$ cat src/rtl/pdm_mic_pkg.sv
package pdm_mic_pkg;
  // Edge events of the outgoing bit clock, passed from control to datapath
  typedef struct packed {
    logic rise;
    logic fall;
  } pdmEdge_t;
endpackage

$ cat src/rtl/pdm_skew_line.sv
module pdm_skew_line #(
  parameter int SKEW_W = 4
) (
  input  logic              clk,
  input  logic              rstN,
  input  logic              din,
  input  logic [SKEW_W-1:0] sel,
  output logic              dout
);
  localparam int DEPTH = 1 << SKEW_W;

  logic [DEPTH-1:0] stage;

  genvar k;
  generate
    for (k = 0; k < DEPTH; k++) begin : g_stage
      if (k == 0) begin : g_head
        always_ff @(posedge clk or negedge rstN) begin
          if (!rstN) stage[k] <= 1'b0;
          else       stage[k] <= din;
        end
      end else begin : g_tail
        always_ff @(posedge clk or negedge rstN) begin
          if (!rstN) stage[k] <= 1'b0;
          else       stage[k] <= stage[k-1];
        end
      end
    end
  endgenerate

  assign dout = stage[sel];
endmodule

$ cat src/rtl/pdm_clk_ctrl.sv
module pdm_clk_ctrl
  import pdm_mic_pkg::*;
#(
  parameter int DIV_W  = 8,
  parameter int SKEW_W = 4,
  localparam int CNT_W = DIV_W + 1
) (
  input  logic              clk,
  input  logic              rstN,
  input  logic [DIV_W-1:0]  divField,
  input  logic [SKEW_W-1:0] skewField,
  input  logic              runEn,
  output logic              pdmClk,
  output pdmEdge_t          edges,
  output logic              running,
  output logic [CNT_W-1:0]  cnt,
  output logic [CNT_W-1:0]  curN
);
  logic periodEnd;
  logic clkRaw;
  logic prevClk;

  assign periodEnd = (cnt == curN - 1'b1);

  // Period counter; the ratio is latched only at a period start
  always_ff @(posedge clk or negedge rstN) begin
    if (!rstN) begin
      running <= 1'b0;
      cnt     <= '0;
      curN    <= CNT_W'(2);
    end else if (!runEn) begin
      running <= 1'b0;
      cnt     <= '0;
    end else if (!running || periodEnd) begin
      running <= 1'b1;
      cnt     <= '0;
      curN    <= {1'b0, divField} + CNT_W'(2);
    end else begin
      cnt <= cnt + 1'b1;
    end
  end

  // High for the first floor(N/2) counts of each period
  assign clkRaw = running && (cnt < (curN >> 1));

  pdm_skew_line #(.SKEW_W(SKEW_W)) uSkew (
    .clk  (clk),
    .rstN (rstN),
    .din  (clkRaw),
    .sel  (skewField),
    .dout (pdmClk)
  );

  always_ff @(posedge clk or negedge rstN) begin
    if (!rstN) prevClk <= 1'b0;
    else       prevClk <= pdmClk;
  end

  assign edges.rise = pdmClk & ~prevClk;
  assign edges.fall = ~pdmClk & prevClk;
endmodule

$ cat src/rtl/pdm_sampler.sv
module pdm_sampler
  import pdm_mic_pkg::*;
(
  input  logic     clk,
  input  logic     rstN,
  input  pdmEdge_t edges,
  input  logic     edgeSwap,
  input  logic     enA,
  input  logic     enB,
  input  logic     dataInvert,
  input  logic     pdmData,
  output logic     leftStb,
  output logic     leftBit,
  output logic     rightStb,
  output logic     rightBit
);
  logic leftEv;
  logic rightEv;
  logic dataIn;

  assign leftEv  = (edgeSwap ? edges.fall : edges.rise) & enA;
  assign rightEv = (edgeSwap ? edges.rise : edges.fall) & enB;
  assign dataIn  = pdmData ^ dataInvert;

  always_ff @(posedge clk or negedge rstN) begin
    if (!rstN) begin
      leftStb  <= 1'b0;
      leftBit  <= 1'b0;
      rightStb <= 1'b0;
      rightBit <= 1'b0;
    end else begin
      leftStb  <= leftEv;
      rightStb <= rightEv;
      if (leftEv)  leftBit  <= dataIn;
      if (rightEv) rightBit <= dataIn;
    end
  end
endmodule

$ cat src/rtl/pdm_mic_frontend.sv
module pdm_mic_frontend
  import pdm_mic_pkg::*;
#(
  parameter int DIV_W  = 8,
  parameter int SKEW_W = 4
) (
  input  logic              clk,
  input  logic              rstN,
  input  logic [DIV_W-1:0]  divField,
  input  logic [SKEW_W-1:0] skewField,
  input  logic              edgeSwap,
  input  logic              enA,
  input  logic              enB,
  input  logic              dataInvert,
  input  logic              pdmData,
  output logic              pdmClk,
  output logic              leftStb,
  output logic              leftBit,
  output logic              rightStb,
  output logic              rightBit
);
  localparam int CNT_W = DIV_W + 1;

  pdmEdge_t         edges;
  logic             ctrlRunning;
  logic [CNT_W-1:0] ctrlCnt;
  logic [CNT_W-1:0] ctrlCurN;

  pdm_clk_ctrl #(.DIV_W(DIV_W), .SKEW_W(SKEW_W)) uCtrl (
    .clk       (clk),
    .rstN      (rstN),
    .divField  (divField),
    .skewField (skewField),
    .runEn     (enA | enB),
    .pdmClk    (pdmClk),
    .edges     (edges),
    .running   (ctrlRunning),
    .cnt       (ctrlCnt),
    .curN      (ctrlCurN)
  );

  pdm_sampler uSamp (
    .clk        (clk),
    .rstN       (rstN),
    .edges      (edges),
    .edgeSwap   (edgeSwap),
    .enA        (enA),
    .enB        (enB),
    .dataInvert (dataInvert),
    .pdmData    (pdmData),
    .leftStb    (leftStb),
    .leftBit    (leftBit),
    .rightStb   (rightStb),
    .rightBit   (rightBit)
  );
endmodule

$ cat config.mk
export PLATFORM = sky130hd
export DESIGN_NAME = pdm_mic_frontend
export DESIGN_NICKNAME = d
export VERILOG_FILES = /design/src/rtl/pdm_mic_pkg.sv /design/src/rtl/pdm_skew_line.sv /design/src/rtl/pdm_clk_ctrl.sv /design/src/rtl/pdm_sampler.sv /design/src/rtl/pdm_mic_frontend.sv
export SDC_FILE = /design/constraint.sdc
export NUM_CORES = 1
export LEC_CHECK = 0
export BUFFER_PORTS_ARGS = -buffer_cell sky130_fd_sc_hd__buf_2
export CORE_ASPECT_RATIO = 1.75
export CORE_MARGIN = 3
export CORE_UTILIZATION = 47
export CTS_CLUSTER_SIZE = 10
export DETAILED_ROUTE_END_ITERATION = 8
export MAX_ROUTING_LAYER = met4
export PLACE_DENSITY = 0.75
export SETUP_SLACK_MARGIN = 0.4
export SLEW_MARGIN = 5
export SYNTH_ARGS = -nofsm -noshare
export SYNTH_HDL_FRONTEND = slang
export SYNTH_SLANG_ARGS = --single-unit
$ cat constraint.sdc
create_clock -name clk -period 2.5 [get_ports clk]
set_input_delay 0.125 -clock clk [delete_from_list [all_inputs] [get_ports clk]]
set_output_delay 0.125 -clock clk [all_outputs]
set_load 0.01 [all_outputs]
==> metrics <==
met3 global-route usage 3.04%; M2 GR Usage 33.6%; Mapped Area around 2100 µm²; crit start category register; Hold EP uCtrl.curN[1]; Worst EP required 2670 ps; via-per-instance ratio 5.44; Crit-path slowest cell dfstp_2; CTS H-tree lvls 2; Pre-antenna DRT Iters 4; Fillers ~340; top post-synthesis cells by area dfrtp_1, xor2_1, ha_1, mux4_1, xnor2_1; final worst setup slack around 150 ps; R2R Path End uCtrl.curN[2]; dpl cell area roughly 2300 µm²; total negative slack 0 ps; xor and xnor area share after synthesis around a tenth; Storage cell area approximately 1000 µm²; DRT antenna net count 0; HP Class in -> reg; HPWL Detailed between 3 and 4 mm; Initial Utilization 49.3%; clock latency on the worst-skew pair 290 ps; CP cell instances inv_4, ha_4, nor2b_4, buf_6, xnor2_2, a31oi_1, o21ai_1, nand4_1, a21boi_2, buf_6, mux2_4; Static Leak 1.15 nW; Core Box Area roughly 4200 µm²; Routed WL about 4.3 mm; Crit Path Class reg -> reg; 1st-iter DRT viols roughly 60; global-route wire length before repair a little over 7 mm; IO buf count 23; Setup-failing EPs final 0; largest net degree at the start of global routing about 40; Std-Cell Rows 31; cell area after layout between 2000 and 3000 µm²; Hold Crit Start divField[1]; reg-to-reg startpoint uCtrl.curN[1]; Die H 93.6 µm; Congestion Overflow GR 0; Worst Path Arrival 2520 ps; CTS root buf clkbuf_8; delay-heaviest family, CP flip-flops; final non-filler cell total 273; GRT busiest layer met2; Critical Path Sink Type register; diodes inserted 0; CP most frequent cell buf_6; P per Cell Area about 700 nW/µm²; pre-CTS setup slack ~140 ps; Yosys top cell area share 47.3%; Cell variety after synth 42; RePlAce Congestion about 0.9; die footprint approximately 5300 µm²; drt drc 0; #FFs+latches synth 40; Ys Warns 0; layout cells sized above 1 33.5%; R2R setup slack between 150 and 200 ps; synthesized area per cell 11.7 µm²; clock sinks 40; status finished, final reports clean; hold path depth 2; clock-pin slew on the worst setup and hold paths 70 ps; post-synthesis compound-gate area fraction under 10%; number of global-route vias before repair approximately 1500; Fin. Hold Viols 0; Seq/Total Area, Yosys between 40% and 50%; Post-Synthesis Cells approximately 180; post-synthesis mux area share 11.8%; number of I/O pins 24; VDD IR-drop max around 0.00055 V; area of the multi-input gates ~1100 µm²; simple-gate area share of the yosys netlist around 14%; CP peak stage delay between 500 and 600 ps; initial antenna violation count 0; CTS tree built; chip width ~56 µm; cts bufs inserted 5; Final #Nets 252; FF-to-FF path depth 11; Clock Skew 7.06 ps; dpl cells 250; Clock Tree Buf Depth 2; gr usage total 18.3%; Post-synth EDFFs 0; crit-path max FO 7; Period minus WS final about 2300 ps; Max Cap Viol 0; Area growth syn-to-layout 22.8%; share of synthesized flip-flops with an asynchronous set or reset 100%; Vias 1485; Syn Nets about 210; CP Buf/Inv Count 3; Pins Over Slew Limit 0; main combinational cell family by area after synthesis simple AND/OR/NAND/NOR gates; GR Util met1 19.8%; crit share post-route 93.9%; Peak Freq between 0.4 and 0.5 GHz; relative slew slack between 40% and 50%; Worst Tran Pin Value 847 ps; Top FF cell, synth dfrtp_1; adder-cell share of the synthesized area under 10%; Synth area leader dfrtp_1; unrepaired setup endpoints after global routing yes; Avg WL per Cell 15.7 µm
logic make-up after synthesis:
family	after synthesis
fa+ha+maj	10
flops	40
simple gates	54
mux	16
compound gates	20
buf+inv	13
xor+xnor	24
metal layers:
layer | up-vias | wire [µm]
met5 | - | 0
met4 | 0 | 75
met3 | 7 | 153
met2 | 32 | 2420
met1 | 730 | 1640
li1 | 716 | -
worst register-to-register path: cells and delay by family, from the launching register on:
kind	cells	cell delay [ps]
AO/OA/AOI/OAI	3	430
flip-flops	1	580
buffers and inverters	3	320
multiplexers	1	300
AND/OR/NAND/NOR	2	260
XOR/XNOR	1	180
adder cells (fa/ha/maj)	1	160
synthesized netlist by cell type (2+ instances only):
cell       instances
nand3_1           15
mux4_1             3
inv_1             10
o21ai_1            2
mux2_1             3
nand2_1            8
dfrtp_1           39
o21ai_0            4
ha_1              10
nor2_1            16
o2111ai_1          2
and3_1             2
a211oi_1           2
xnor2_1            9
mux4_2             2
xor2_1            15
mux2i_1            7
a31oi_1            2
nor3b_1            2
clkbuf_1           2
per-stage QoR:
step	util (%)	power, mW	hold slack [ps]
after floorplan	-	1.10	-171
after global placement	54.1	1.24	279
after detailed placement	54.1	1.25	284
after CTS	58.8	1.71	33.8
after global routing	60.5	1.86	46.7
final	60.5	1.74	32.5
sequential cells by signal (all words and copies together) (netlist names):
register           flops
uCtrl.uSkew.stage     16
uCtrl.cnt              9
uCtrl.curN             9
uCtrl.prevClk          1
uCtrl.running          1
uSamp.leftBit          1
uSamp.leftStb          1
uSamp.rightBit         1
uSamp.rightStb         1
worst max path at each step:
stage | end | slack, ps | start | cells after the start
after floorplan | uCtrl.curN[0] | 290 | uCtrl.curN[0] | 10
after global placement | uCtrl.curN[0] | 170 | uCtrl.curN[0] | 10
after detailed placement | uCtrl.curN[0] | 140 | uCtrl.curN[0] | 8
after CTS | uCtrl.curN[0] | 240 | uCtrl.curN[0] | 10
after global routing | uCtrl.curN[0] | 7 | uCtrl.curN[1] | 11
final | uCtrl.curN[2] | 150 | uCtrl.curN[1] | 11
placed cells by master (no fill, tap or decap), drive strengths merged, types with 3 or more instances in the layout:
master  netlist  layout
nand3        15      15
clkinv        0       3
nor2         16      16
ha           10      10
buf           1      41
xor2         15      15
nand2         8       8
mux4          5       5
mux2i         7       7
dfrtp        39      39
inv          10      10
xnor2         9       9
o21ai         7       7
clkbuf        2       5
mux2          4       4
cell type report:
class,count,area share (%)
clock buffer,5,2.72
clock inverter,3,0.741
inverter,10,1.58
multi-input combinational,124,42.0
sequential,40,39.6
tap,49,2.42
timing repair buffer,42,11.0
where the power goes:
group	total [mW]	internal (mW)	switching (mW)
registers	0.823	0.737	0.0864
logic	0.503	0.258	0.245
clock network	0.419	0.194	0.224
timing repair:
item / in CTS / in global routing
setup buffers: 10 / 4
gates cloned: 0 / 0
hold buffers: 1 / 0
endpoints found under the hold margin: 39 / 0
resized for setup: 5 / 12
setup endpoints to repair: 19 / 21
pin swaps: 6 / 6
No activity file was read; power rests on OpenSTA's default activity.
